## src/rtl/fmac_pkg.sv

```systemverilog
package fmac_pkg;

   typedef enum logic [2:0] {
      OP_NOP  = 3'd0,
      OP_LOAD = 3'd1,
      OP_ADD  = 3'd2,
      OP_SUB  = 3'd3,
      OP_MAC  = 3'd4
   } fmac_op_e;

   typedef enum logic [1:0] {
      SH_NONE = 2'd0,
      SH_R1   = 2'd1,
      SH_R3   = 2'd2,
      SH_L1   = 2'd3
   } fmac_sh_e;

   typedef enum logic [1:0] {
      K_LOAD = 2'd0,
      K_ADD  = 2'd1,
      K_SUB  = 2'd2
   } fmac_kind_e;

   typedef struct packed {
      logic n;
      logic v;
      logic z;
      logic c;
   } fmac_flags_t;

endpackage

```

## src/rtl/fmac_mult.sv

```systemverilog
module fmac_mult #(
   parameter int DW = 16,
   parameter int AW = 24
) (
   input  logic          clk,
   input  logic          rst_n,
   input  logic          x_we,
   input  logic [DW-1:0] x_in,
   input  logic          y_we,
   input  logic [DW-1:0] y_in,
   output logic [DW-1:0] x_q,
   output logic [DW-1:0] y_q,
   output logic [AW-1:0] p_q
);
   localparam int PW = 2 * DW;

   logic signed [PW-1:0] raw;
   logic        [AW-1:0] p_d;

   always_comb raw = $signed(x_q) * $signed(y_q);

   // fractional alignment: drop the duplicate sign bit, keep AW bits below it
   assign p_d = raw[PW-2 -: AW];

   generate
      if (AW < PW - 1) begin : g_drop_low
         logic unused_low;
         assign unused_low = ^{raw[PW-1], raw[PW-AW-2:0]};
      end else begin : g_keep_all
         logic unused_top;
         assign unused_top = raw[PW-1];
      end
   endgenerate

   always_ff @(posedge clk) begin
      if (!rst_n) begin
         x_q <= '0;
         y_q <= '0;
         p_q <= '0;
      end else begin
         if (x_we) x_q <= x_in;
         if (y_we) y_q <= y_in;
         p_q <= p_d;
      end
   end
endmodule

```

## src/rtl/fmac_shift.sv

```systemverilog
module fmac_shift
   import fmac_pkg::*;
#(
   parameter int AW       = 24,
   parameter int SCALE_SH = 3
) (
   input  logic [AW-1:0] opnd,
   input  logic [1:0]    sh,
   input  logic          force_scale,
   output logic [AW:0]   shifted
);
   logic signed [AW:0] ext;
   fmac_sh_e           eff;

   assign ext = $signed({opnd[AW-1], opnd});
   assign eff = force_scale ? SH_R3 : fmac_sh_e'(sh);

   always_comb begin
      case (eff)
         SH_R1:   shifted = ext >>> 1;
         SH_R3:   shifted = ext >>> SCALE_SH;
         SH_L1:   shifted = {opnd, 1'b0};
         default: shifted = ext;
      endcase
   end
endmodule

```

## src/rtl/fmac_alu.sv

```systemverilog
module fmac_alu
   import fmac_pkg::*;
#(
   parameter int AW = 24
) (
   input  logic [AW-1:0] acc,
   input  logic [AW:0]   opnd,
   input  fmac_kind_e    kind,
   input  logic          sat_en,
   output logic [AW-1:0] res,
   output fmac_flags_t   flags
);
   localparam int          RW   = AW + 2;
   localparam logic [AW-1:0] MAXP = {1'b0, {(AW-1){1'b1}}};
   localparam logic [AW-1:0] MINN = {1'b1, {(AW-1){1'b0}}};

   logic signed [RW-1:0] a_x, b_x, exact;
   logic        [AW-1:0] b_lo, usum;
   logic                 ovf, cy;

   assign a_x  = $signed({{2{acc[AW-1]}}, acc});
   assign b_x  = $signed({opnd[AW], opnd});
   assign b_lo = opnd[AW-1:0];
   assign usum = acc + b_lo;

   always_comb begin
      case (kind)
         K_ADD:   begin exact = a_x + b_x; cy = (usum < acc); end
         K_SUB:   begin exact = a_x - b_x; cy = (acc < b_lo); end
         default: begin exact = b_x;       cy = 1'b0;         end
      endcase
   end

   // out of range when the bits above the 24-bit sign are not all copies of it
   assign ovf = !((&exact[RW-1:AW-1]) || !(|exact[RW-1:AW-1]));

   always_comb begin
      if (sat_en && ovf) res = exact[RW-1] ? MINN : MAXP;
      else               res = exact[AW-1:0];
   end

   assign flags.n = res[AW-1];
   assign flags.v = ovf;
   assign flags.z = (res == '0);
   assign flags.c = cy;
endmodule

```

## src/rtl/frac_mac_dp.sv

```systemverilog
module frac_mac_dp
   import fmac_pkg::*;
#(
   parameter int DW       = 16,
   parameter int AW       = 24,
   parameter int SCALE_SH = 3
) (
   input  logic          clk,
   input  logic          rst_n,
   input  logic          x_we,
   input  logic [DW-1:0] x_in,
   input  logic          y_we,
   input  logic [DW-1:0] y_in,
   input  logic [2:0]    op,
   input  logic          src_p,
   input  logic [DW-1:0] d_in,
   input  logic [1:0]    sh,
   input  logic          scale_en,
   input  logic          sat_en,
   output logic [AW-1:0] p_out,
   output logic [AW-1:0] acc_out,
   output logic [DW-1:0] acc_hi,
   output logic          flag_n,
   output logic          flag_v,
   output logic          flag_z,
   output logic          flag_c
);
   localparam int PAD = AW - DW;

   generate
      if (DW < 2 || AW <= DW || AW > 2 * DW - 1) begin : g_bad_width
         $error("frac_mac_dp: need 2 <= DW < AW <= 2*DW-1");
      end
      if (SCALE_SH < 1 || SCALE_SH >= AW) begin : g_bad_scale
         $error("frac_mac_dp: SCALE_SH out of range");
      end
   endgenerate

   logic [DW-1:0] x_q, y_q;
   logic [AW-1:0] p_q, acc_q, opnd, alu_res;
   logic [AW:0]   shifted;
   fmac_flags_t   flg_q, alu_flg;
   fmac_op_e      opc;
   fmac_kind_e    kind;
   logic          active, use_p;

   fmac_mult #(.DW(DW), .AW(AW)) u_mult (
      .clk(clk), .rst_n(rst_n),
      .x_we(x_we), .x_in(x_in), .y_we(y_we), .y_in(y_in),
      .x_q(x_q), .y_q(y_q), .p_q(p_q)
   );

   assign opc   = fmac_op_e'(op);
   assign use_p = src_p || (opc == OP_MAC);
   assign opnd  = use_p ? p_q : {d_in, {PAD{1'b0}}};

   always_comb begin
      active = 1'b1;
      case (opc)
         OP_LOAD:        kind = K_LOAD;
         OP_ADD, OP_MAC: kind = K_ADD;
         OP_SUB:         kind = K_SUB;
         default: begin  kind = K_LOAD; active = 1'b0; end
      endcase
   end

   fmac_shift #(.AW(AW), .SCALE_SH(SCALE_SH)) u_shift (
      .opnd(opnd), .sh(sh), .force_scale(scale_en && use_p), .shifted(shifted)
   );

   fmac_alu #(.AW(AW)) u_alu (
      .acc(acc_q), .opnd(shifted), .kind(kind), .sat_en(sat_en),
      .res(alu_res), .flags(alu_flg)
   );

   always_ff @(posedge clk) begin
      if (!rst_n) begin
         acc_q <= '0;
         flg_q <= '0;
      end else if (active) begin
         acc_q <= alu_res;
         flg_q <= alu_flg;
      end
   end

   assign p_out   = p_q;
   assign acc_out = acc_q;
   assign acc_hi  = acc_q[AW-1 -: DW];
   assign flag_n  = flg_q.n;
   assign flag_v  = flg_q.v;
   assign flag_z  = flg_q.z;
   assign flag_c  = flg_q.c;
endmodule

```

## config.mk

```make
export PLATFORM = sky130hd
export DESIGN_NAME = frac_mac_dp
export DESIGN_NICKNAME = d
export VERILOG_FILES = /design/src/rtl/fmac_pkg.sv /design/src/rtl/fmac_mult.sv /design/src/rtl/fmac_shift.sv /design/src/rtl/fmac_alu.sv /design/src/rtl/frac_mac_dp.sv
export SDC_FILE = /design/constraint.sdc
export NUM_CORES = 1
export LEC_CHECK = 0
export BUFFER_PORTS_ARGS = -buffer_cell sky130_fd_sc_hd__buf_2
export CAP_MARGIN = 20
export CELL_PAD_IN_SITES_DETAIL_PLACEMENT = 0
export CELL_PAD_IN_SITES_GLOBAL_PLACEMENT = 1
export CORE_MARGIN = 2
export CORE_UTILIZATION = 44
export DETAILED_ROUTE_END_ITERATION = 6
export GPL_ROUTABILITY_DRIVEN = 0
export PLACE_DENSITY = 0.79
export SYNTH_ARGS = -nofsm -noshare
export SYNTH_HDL_FRONTEND = slang
export SYNTH_SLANG_ARGS = --single-unit
```

## constraint.sdc

```tcl
create_clock -name clk -period 6.2 [get_ports clk]
set_input_delay 0.62 -clock clk [delete_from_list [all_inputs] [get_ports clk]]
set_output_delay 0.62 -clock clk [all_outputs]
set_load 0.03 [all_outputs]
```

After elaboration in Yosys (flattened, before gate mapping)
Index checks and enable logic that the tools add are counted. W data, S select, Z words.

Flip-flop bits (word level): 84.

Add/subtract/negate cells: 3. Multiply operators: 1. Order comparisons: 2. Equality and inequality tests: 9. Muxes and demuxes: 9. Reductions and logical operators: 11.

Operator list (count): $mux W24 (3); $pmux W24 S3 (1); $pmux W26 S2 (1); $lt A24 B24 Y1 (2); $mul A16 B16 Y31 (1); $add A24 B25 Y26 (1); $sub A24 B25 Y26 (1); $add A24 B24 Y24 (1); $logic_not A24 Y1 (1); $eq A2 B2 Y1 const B (3); $eq A3 B2 Y1 const B (2); $eq A2 B1 Y1 const B (2); $pmux W2 S2 (1); $reduce_or A4 Y1 (1); $eq A3 B1 Y1 const B (1); $eq A3 B3 Y1 const B (1); $reduce_and A3 Y1 (1); $reduce_or A3 Y1 (1); $logic_and A1 B1 Y1 (2); $logic_not A1 Y1 (2); $logic_or A1 B1 Y1 (2); $mux W2 (1); $pmux W1 S2 (1); $reduce_or A2 Y1 (1); $mux W1 (1).

Longest topological paths before layout
Gate-level depths: netlist of run 1.

Depth in word-level cells: 15. Mapped depth: 29.

Hierarchy
From an unflattened synthesis of run 1, not the netlist that was laid out.

Cells, all modules: 2171. Area, all modules: 18316.3 µm².

Modules (own cells, without submodules): fmac_mult (instances 1, cells an instance 1194, area an instance 11099.4 µm²); fmac_alu (instances 1, cells an instance 694, area an instance 4859.7 µm²); frac_mac_dp (instances 1, cells an instance 170, area an instance 1567.8 µm²); fmac_shift (instances 1, cells an instance 113, area an instance 789.5 µm²).

Worst setup path after synthesis of run 1
Ideal clock, no wire load.

Path type: reg-to-reg. Start: reg u_mult.x_q[13]. End: reg u_mult.p_q[23]. Library setup time: 0.115 ns. Arrival time: 6.127 ns. Data required time: 6.085 ns. Setup slack: -0.042 ns. Stages on the path, launching flop included: 27. Path buffers: 1. Path through: dfxtp_1 -> clkbuf_1 -> nand2_1 -> fa_1 -> inv_1 -> fa_1 -> inv_1 -> fa_1 -> inv_1 -> fa_1 -> inv_1 -> fa_1 -> inv_1 -> fa_1 -> ha_1 -> a21o_1 -> a21o_1 -> a21oi_1 -> nor2_1 -> a21oi_1 -> a31oi_1 -> a41o_1 -> o211a_1 -> o22ai_1 -> o21ba_2 -> xnor2_1 -> and2_1.

Cells in the longest elaborated chain, start to end: 1.

RTL lines: start, declared (line fmac_mult.sv:11) `output logic [DW-1:0] x_q,`; start signal, assigned (line fmac_mult.sv:41) `if (x_we) x_q <= x_in;`; $mul A16 B16 Y31 (line fmac_mult.sv:20) `always_comb raw = $signed(x_q) * $signed(y_q);`; end signal, assigned (line fmac_mult.sv:43) `p_q <= p_d;`; end, declared (line fmac_mult.sv:13) `output logic [AW-1:0] p_q`.

Every way passes these cells. A chain may end at the register's enable or synchronous reset.

Final worst setup path of run 1
Start: reg u_mult.y_q[5]. End: reg u_mult.p_q[20].

Cells in the longest elaborated chain, start to end: 1.

RTL lines: start, declared (line fmac_mult.sv:12) `output logic [DW-1:0] y_q,`; start signal, assigned (line fmac_mult.sv:42) `if (y_we) y_q <= y_in;`; $mul A16 B16 Y31 (line fmac_mult.sv:20).

Every way passes these cells.

==> summary.md, run 1 <==
| Metric | Value |
|---|---|
| Run status | complete, no violations |
| Total count of hold-check failures in the final report | 0 |
| Final design utilization | 50.30% |
| Sum of overflow across all layers after global routing | 0 |
| Post-synthesis cell type with the largest combined area | sky130_fd_sc_hd__fa_1 |
| Max Clock Freq | 0.1671 GHz |
| # clock sinks | 83 |
| Effective utilization at floorplan | 44.58% |
| Worst-margin pin slew | about 0.65 ns |
| Combined area of the multi-input logic cells | approximately 0.014 sq mm |
| Flop pwr share | 17.4% |
| Fin crit period | 5.985 ns |
| Ratio of cells with drive above 1 in the final layout | 15.22% |
| Library cell with the highest instance count after synthesis | sky130_fd_sc_hd__inv_1 |
| Post-Route Hold Slack | 0.4817 ns |
| Share of the yosys chip area belonging to registers | under 10% |
| Required time at the endpoint of the critical path | 6.43 ns |
| Number of I/O port buffers | 127 |
| Clock Skew | ~0.016 ns |
| Number of remaining DRC errors | 0 |
| Top cell type's share of synthesized area | 28.98% |
| Synth Instances | 2096 |
| Number of placement rows | 73 |
| Worst rel slew slack | 56.07% |
| Count of synthesis-stage warnings from yosys | 0 |
| Total routed wirelength | 48340 um |
| Proportion of power drawn by combinational gates | 71.4% |
| Switching power as a share of total power | 49.64% |
| Die Ht | 204.9 um |
| Path category of the worst min-delay check | input port to flop |
| Final setup vio count | 0 |
| Prevailing post-synth register cell | sky130_fd_sc_hd__dfxtp_1 |
| Peak supply drop | 141.9 uV |
| Num ports | about 130 |
| Clock tree from TritonCTS | built |
| Period utilisation layout | ~97% |
| Final-report max-slew violation count | 0 |
| Synth Cell Area | roughly 0.018 sq mm |
| Hold-fix buffer count after cts | 0 |
| Fraction of registers with async set or reset after synthesis | 0% |
| Setup CP Type | flop to flop |
| Endpoint arrival time on the critical path | 6.21 ns |
| Synthesis-to-finish area growth | 12.81% |
| Kind of start point of the critical path | flop |
| Hpwl dp | 40950 um |
| Max Buffers Root-to-Sink | 2 |
| Clock buffers created by TritonCTS | 9 |
| Number of violations reported at the end of detailed-routing iteration 0 | roughly 950 |
| Top cell types by occurrence after synthesis | 339 x sky130_fd_sc_hd__inv_1, 257 x sky130_fd_sc_hd__fa_1, 218 x sky130_fd_sc_hd__nand2_1 |
| Register clock-pin slew on the reported worst setup and hold paths | 0.07 ns |
| Buffer type at the clock tree root | sky130_fd_sc_hd__clkbuf_16 |
| Die width | 204.9 um |
| Routed via count divided by cell count | 5.339 |
| Wire length of the first global-routing pass | 78980 um |
| Net count after synthesis | roughly 2600 |
| Deepest level of the CTS H-tree | 3 |
| Average footprint of a synthesized cell | 8.471 sq um |
| LEAKAGE | 9.332 nW |
| Power density relative to cell area | 230.1 mW/mm^2 |
| Core Area | 0.03982 sq mm |
| Vias in the first global route | 15563 |
| Cell internal pwr | about 0.0023 W |
| Psw | approximately 0.0023 W |
| Routed length per placed instance | 17.30 um |
| Routed vias | 14916 |
| EDFF count, synth | 0 |
| Reported max-cap violation count | 0 |
| Area of the die | between 0.04 and 0.05 sq mm |
| Setup TNS | 0 ns |
| Biggest fanout along the worst timing path | 8 |
| Antenna violations before repair | 1 |
| Finished layout cell area | 0.02003 sq mm |
| Area of placed instances | 0.01958 sq mm |
| Ranking of synthesized cells by area | sky130_fd_sc_hd__fa_1 29%, sky130_fd_sc_hd__ha_1 12%, sky130_fd_sc_hd__dfxtp_1 9.4%, sky130_fd_sc_hd__inv_1 7.2%, sky130_fd_sc_hd__nand2_1 4.6% |
| Distinct cell type count of the synthesized netlist | 82 |
| Type of element capturing the critical path | flop |
| Maximum number of pins on one net before global-route repair | 57 |
| TritonRoute pass-1 iters | 6 |
| Storage cell area | 0.001693 sq mm |
| Final Total Pwr | 0.004610 W |
| Clock power frac | between 10 and 15% |
| Insertion delay of the later-clocked pin in the worst-skew pair | 0.38 ns |
| Fillcell total | 3856 |
| Nets@finish | 2752 |
| Worst-case register-to-register setup slack | 0.21 ns |
| All-Layer GR Usage | 23.78% |
| Unrepaired setup endpoints after global routing | yes |
| Flop and latch count out of synthesis | 83 |
| Routed Antenna Nets | 0 |
==> cell families after synthesis <==
logic type / synth area share (%)
simple gates: 18.63
buf+inv: 10.05
fa+ha+maj: 41.17
compound gates: 13.68
xor+xnor: 4.884
flops: 9.359
mux: 2.234
==> final timing paths <==
check                startpoint        endpoint  cells after the start
setup / recovery  u_mult.y_q[5]  u_mult.p_q[20]                     25
setup reg to reg  u_mult.y_q[5]  u_mult.p_q[20]                     25
hold reg to reg          flag_c          flag_c                      2
hold / removal          y_in[7]   u_mult.y_q[7]                      3
==> layer usage <==
metal | up-vias | track usage [%] | share of wire (%)
met3 | 88 | 3.070 | 4.8
met2 | 432 | 41.05 | 48
met1 | 7233 | 30.38 | 44
li1 | 7163 | - | -
met5 | - | 0 | 0
met4 | 0 | 8.839 | 3.5
==> timing repair <==
item,4_1_cts,5_1_grt
pin swaps,1,17
buffers inserted,0,3
gates resized for setup,9,39
setup endpoints to repair,5,6
gates cloned,0,0
==> flip-flops by register name (all words and copies together) (netlist names) <==
register	count
acc_out	24
u_mult.p_q	24
u_mult.x_q	16
u_mult.y_q	16
flag_c	1
flag_v	1
flag_z	1
==> critical path, cell delays in order, from the launching register on <==
cell,delay [ns]
sky130_fd_sc_hd__dfxtp_2,0.37
sky130_fd_sc_hd__buf_4,0.18
sky130_fd_sc_hd__and2_1,0.18
sky130_fd_sc_hd__fa_2,0.54
sky130_fd_sc_hd__inv_1,0.05
sky130_fd_sc_hd__fa_2,0.52
sky130_fd_sc_hd__inv_1,0.05
sky130_fd_sc_hd__fa_1,0.36
sky130_fd_sc_hd__inv_1,0.08
sky130_fd_sc_hd__fa_1,0.43
sky130_fd_sc_hd__fa_1,0.49
sky130_fd_sc_hd__inv_1,0.05
sky130_fd_sc_hd__fa_1,0.56
sky130_fd_sc_hd__ha_4,0.22
sky130_fd_sc_hd__a21o_1,0.19
sky130_fd_sc_hd__a21oi_2,0.14
sky130_fd_sc_hd__and2_4,0.17
sky130_fd_sc_hd__o211ai_1,0.10
sky130_fd_sc_hd__nand3_2,0.14
sky130_fd_sc_hd__a31oi_4,0.11
sky130_fd_sc_hd__a41o_1,0.22
sky130_fd_sc_hd__buf_4,0.14
sky130_fd_sc_hd__o21a_1,0.17
sky130_fd_sc_hd__o21a_1,0.19
sky130_fd_sc_hd__nor3_2,0.13
sky130_fd_sc_hd__nor3_2,0.05
==> power by group through the flow <==
stage          clock network (W)  logic, W  registers, W
2_1_floorplan                  0   0.00226      0.000929
3_3_place_gp                   0   0.00318      0.000808
3_5_place_dp                   0   0.00326      0.000813
4_1_cts                 0.000532   0.00328      0.000800
5_1_grt                 0.000551   0.00370      0.000820
6_report                0.000517   0.00329      0.000801
==> layout by cell type (no fill, tap or decap), types with 6 or more instances in the layout <==
cell type	n
sky130_fd_sc_hd__inv_1	337
sky130_fd_sc_hd__fa_1	254
sky130_fd_sc_hd__nand2_1	218
sky130_fd_sc_hd__ha_1	168
sky130_fd_sc_hd__nor2_1	130
sky130_fd_sc_hd__buf_4	128
sky130_fd_sc_hd__buf_2	127
sky130_fd_sc_hd__and2_1	114
sky130_fd_sc_hd__a21oi_1	90
sky130_fd_sc_hd__xnor2_1	77
sky130_fd_sc_hd__dfxtp_1	64
sky130_fd_sc_hd__o21ai_0	42
sky130_fd_sc_hd__nand2b_1	37
sky130_fd_sc_hd__mux2i_1	34
sky130_fd_sc_hd__a21o_1	29
sky130_fd_sc_hd__nor3_1	29
sky130_fd_sc_hd__nand3_1	25
sky130_fd_sc_hd__a221o_1	23
sky130_fd_sc_hd__o211ai_1	22
sky130_fd_sc_hd__xor2_1	22
sky130_fd_sc_hd__a22oi_1	16
sky130_fd_sc_hd__dfxtp_2	16
sky130_fd_sc_hd__a31oi_1	13
sky130_fd_sc_hd__o21bai_1	12
sky130_fd_sc_hd__nor2b_1	11
sky130_fd_sc_hd__o21a_1	11
sky130_fd_sc_hd__and3_1	11
sky130_fd_sc_hd__nand4bb_1	9
sky130_fd_sc_hd__nand4_1	9
sky130_fd_sc_hd__clkbuf_16	9
sky130_fd_sc_hd__o22ai_1	8
sky130_fd_sc_hd__or3_1	7
sky130_fd_sc_hd__or2_2	6
sky130_fd_sc_hd__nor3b_1	6
sky130_fd_sc_hd__a211oi_1	6
sky130_fd_sc_hd__a21oi_2	6
==> metrics by stage <==
stage          setup slack (ns)  std cells
6_report                 0.2146       2794
2_1_floorplan          0.001583       2096
3_3_place_gp           -0.06618       2773
4_1_cts                0.003168       2789
5_1_grt                -0.03817       2793
3_5_place_dp            -0.1278       2773
==> layout make-up <==
| type | count | share of cell area (%) |
|---|---|---|
| inverter | 340 | 6.372 |
| timing repair buffer | 262 | 8.539 |
| clock buffer | 11 | 1.162 |
| antenna | 2 | 0.02499 |
| clock inverter | 5 | 0.1499 |
| sequential | 83 | 8.452 |
| tap | 525 | 3.280 |
| multi-input combinational | 1566 | 72.02 |
(Power assumes the default switching activity.)
==> run 2, diff against run 1 <==
--- a/config.mk
+++ b/config.mk
@@ -6,7 +6,7 @@
 export NUM_CORES = 1
 export LEC_CHECK = 0
 export BUFFER_PORTS_ARGS = -buffer_cell sky130_fd_sc_hd__buf_2
-export CAP_MARGIN = 20
+export CAP_MARGIN = 25
 export CELL_PAD_IN_SITES_DETAIL_PLACEMENT = 0
 export CELL_PAD_IN_SITES_GLOBAL_PLACEMENT = 1
 export CORE_MARGIN = 2
@@ -16,4 +16,5 @@
 export PLACE_DENSITY = 0.79
 export SYNTH_ARGS = -nofsm -noshare
 export SYNTH_HDL_FRONTEND = slang
+export SYNTH_HIERARCHICAL = 1
 export SYNTH_SLANG_ARGS = --single-unit
==> run 2 against run 1 <==
The run now ends with setup timing left. Combinational power increased by 18%. Power increased by 14%. Area after synthesis increased by 3.2%. Via count increased by 6.8%. Synthesized cell count increased by 3.6%. First-iteration DRC count increased by 6.1%. Wire length increased by 7.0%. Clock skew decreased by 0.00078 ns. Largest power group unchanged. Worst hold slack got worse by 0.020 ns. Maximum frequency decreased by 3.6%. Register-to-register slack got worse by 0.22 ns. Largest cell class unchanged. Sequential power increased by 2.6%.
==> summary.md, run 2 <==
| Metric | Value |
|---|---|
| Area of placed instances | 0.02100 sq mm |
| Number of violations reported at the end of detailed-routing iteration 0 | 1010 |
| Synthesis-to-finish area growth | 18.84% |
| Max Buffers Root-to-Sink | 2 |
| Slowest cell delay on critical path | 0.53 ns |
| Wire length of the first global-routing pass | roughly 85000 um |
| WL met2 | 24690 um |
| Unrepaired setup endpoints after global routing | yes |
| Die Ht | roughly 210 um |
| Post-synthesis cell type with the largest combined area | sky130_fd_sc_hd__fa_1 |
| Ranking of synthesized cells by area | sky130_fd_sc_hd__fa_1 28%, sky130_fd_sc_hd__ha_1 12%, sky130_fd_sc_hd__dfxtp_1 9.2%, sky130_fd_sc_hd__inv_1 7.8%, sky130_fd_sc_hd__mux2i_1 5.0% |
| Top cell type's share of synthesized area | roughly 28% |
| Effective utilization at floorplan | 44.76% |
| Top cell types by occurrence after synthesis | 383 x sky130_fd_sc_hd__inv_1, 257 x sky130_fd_sc_hd__fa_1, 223 x sky130_fd_sc_hd__nand2_1 |
| Deepest level of the CTS H-tree | 3 |
| Period utilisation layout | 100.1% |
| Fraction of registers with async set or reset after synthesis | 0% |
| Endpoint arrival time on the critical path | 6.48 ns |
| Number of I/O port buffers | ~130 |
| Wire length on met3 | 2848 um |
| Maximum number of pins on one net before global-route repair | 59 |
| Routed metal-1 wire length | 22930 um |
| Fillcell total | 3859 |
| Hpwl dp | 43410 um |
| Final-report max-slew violation count | 0 |
| Worst path most repeated cell | sky130_fd_sc_hd__fa_1 |
| Number of remaining DRC errors | 0 |
| Average footprint of a synthesized cell | between 8 and 9 sq um |
| Insertion delay of the later-clocked pin in the worst-skew pair | 0.38 ns |
| Setup TNS | -0.007427 ns |
| Share of the yosys chip area belonging to registers | 9.181% |
| Routed vias | between 15000 and 20000 |
| Synth Cell Area | 0.01832 sq mm |
| Setup CP Type | flop to flop |
| # clock sinks | 84 |
| Run status | finished, violations left |
| Count of synthesis-stage warnings from yosys | 6 |
| Final design utilization | a little over half |
| Max Clock Freq | ~0.16 GHz |
| Prevailing post-synth register cell | sky130_fd_sc_hd__dfxtp_1 |
| Clock tree from TritonCTS | built |
| Reported max-cap violation count | 0 |
| Biggest fanout along the worst timing path | 4 |
| Flop and latch count out of synthesis | 84 |
| Ratio of cells with drive above 1 in the final layout | 22.07% |
| Fin crit period | 6.207 ns |
| Finished layout cell area | 0.02177 sq mm |
| Net count after synthesis | 2661 |
| Clock buffers created by TritonCTS | 9 |
| Clock Skew | 0.01509 ns |
| Antenna violations before repair | 3 |
| Die width | between 200 and 250 um |
| Worst rel slew slack | 49.70% |
| Core Area | 0.04092 sq mm |
| Combined area of the multi-input logic cells | roughly 0.015 sq mm |
| Nets@finish | 2963 |
| Worst-case register-to-register setup slack | -0.007 ns |
| Routed length per placed instance | about 17 um |
| Leading cell types in the layout, fill and taps excluded | 377 x sky130_fd_sc_hd__inv_1, 256 x sky130_fd_sc_hd__buf_4, 244 x sky130_fd_sc_hd__fa_1, 219 x sky130_fd_sc_hd__nand2_1, 166 x sky130_fd_sc_hd__ha_1 |
| Number of placement rows | 74 |
| Routed via count divided by cell count | 5.291 |
| Power density relative to cell area | 240.9 mW/mm^2 |
| TritonRoute pass-1 iters | 5 |
| Distinct cell type count of the synthesized netlist | 93 |
| Library cell with the highest instance count after synthesis | sky130_fd_sc_hd__inv_1 |
| Uppermost metal layer occupied by signal nets | met4 |
| Register clock-pin slew on the reported worst setup and hold paths | approximately 0.07 ns |
| Cell type of the slowest stage on the worst timing path | sky130_fd_sc_hd__fa_1 |
| Num ports | roughly 130 |
| Worst-margin pin slew | 0.7545 ns |
| Area of the die | 0.04328 sq mm |
| LEAKAGE | 11.10 nW |
| Total count of hold-check failures in the final report | 0 |
| Worst-path cell chain | and2_4, fa_1, inv_1, fa_1, fa_1, inv_1, fa_1, fa_1, inv_1, fa_1, inv_1, ha_4, and3_4, a221o_1, a211o_1, o211a_1, a2111o_1, a41oi_2, o21bai_2, mux2_4 |
| Routed Antenna Nets | 0 |
| All-Layer GR Usage | 24.40% |
| Vias in the first global route | between 15000 and 20000 |
| Path category of the worst min-delay check | flop to flop |
| Storage cell area | 0.001737 sq mm |
| Buffer type at the clock tree root | sky130_fd_sc_hd__clkbuf_16 |
| Failing checks | setup timing |
| Final WS setup | -0.007427 ns |
| Final setup vio count | 1 |
| Required time at the endpoint of the critical path | 6.47 ns |
| Leading cell type in the layout, fill and taps excluded | sky130_fd_sc_hd__inv_1 |
| Peak supply drop | between 100 and 150 uV |
| Synth Instances | 2171 |
| Total routed wirelength | about 52000 um |
| Sum of overflow across all layers after global routing | 0 |
| EDFF count, synth | 0 |
| Type of element capturing the critical path | flop |
| Kind of start point of the critical path | flop |
[run 2: cell count changes after synthesis, moves of 12 or more]
cell,delta
sky130_fd_sc_hd__inv_1,+44
sky130_fd_sc_hd__a221oi_1,+19
sky130_fd_sc_hd__a22oi_1,-16
sky130_fd_sc_hd__a221o_1,-21
sky130_fd_sc_hd__xnor2_1,-14
sky130_fd_sc_hd__mux2_2,+13
sky130_fd_sc_hd__nand2b_1,-21
sky130_fd_sc_hd__o211ai_1,-12
sky130_fd_sc_hd__mux2i_1,+57
[run 2: area by class of cell]
class                   instances  share of cell area, %
well taps                     532                  3.058
multi-input cells            1591                  67.86
diodes                          1                0.01150
clock inverters                 7                 0.2357
inverters                     384                  6.639
flip-flops and latches         84                  7.978
clock buffers                   9                  1.035
repair buffers                403                  13.18
[run 2: cells by family (layout without fill, tap and decap cells)]
family / count (synthesis) / count (layout) / synth area share (%)
and+or+nand+nor: 654 / 654 / 17.48
buffers and inverters: 496 / 803 / 11.25
adders and majority gates: 430 / 430 / 39.91
AOI/OAI and AO/OA: 315 / 315 / 11.97
muxes: 109 / 109 / 6.100
DFF: 84 / 84 / 9.181
xor gates and xnor gates: 83 / 83 / 4.112
other: 0 / 1 / 0
[run 2: report_power, final]
group	internal, W	switching, W
sequential	0.000640	0.000181
combinational	0.00176	0.00212
clock	0.000274	0.000272
[run 2: worst paths after layout]
check                           cells past startpoint          start              to
worst min register to register                      2         flag_c          flag_c
worst max register to register                     20  u_mult/x_q[9]  u_mult/p_q[23]
worst max-delay path                               20  u_mult/x_q[9]  u_mult/p_q[23]
worst min-delay path                                2         flag_c          flag_c
[run 2: routing by layer]
layer  vias to the layer above  global-route usage (%)
met5                         -                       0
met4                         0                   6.676
met3                        81                   2.355
met2                       457                   41.53
met1                      7819                   33.16
li1                       7575                       -
[run 2: repair_timing]
| action | CTS | global route |
|---|---|---|
| hold endpoints to repair | 0 | 0 |
| pin swaps | 22 | 33 |
| endpoints found under the setup margin | 6 | 35 |
| setup buffers | 9 | 9 |
| resized for setup | 36 | 57 |
| gates cloned | 0 | 1 |
| hold buffers | 0 | 0 |
[run 2: per-stage QoR]
step	power, W	setup WS, ns	hold slack (ns)	instances
floorplan	0.003298	0.0003362	0.5321	2171
global placement	0.004531	-0.2013	0.4418	2975
detailed placement	0.004600	-0.3228	0.4541	2975
global route	0.005724	-0.1816	0.4810	3011
CTS	0.005190	0.0003091	0.4582	3000
finish	0.005244	-0.007427	0.4612	3011
[run 2: worst max-delay path, delay by kind of cell (launching register included)]
family          cells  cell delay, ns
fa+ha+maj           7            3.16
compound gates      6            1.68
buf+inv             4            0.22
simple gates        2            0.34
flops               1            0.38
mux                 1            0.31
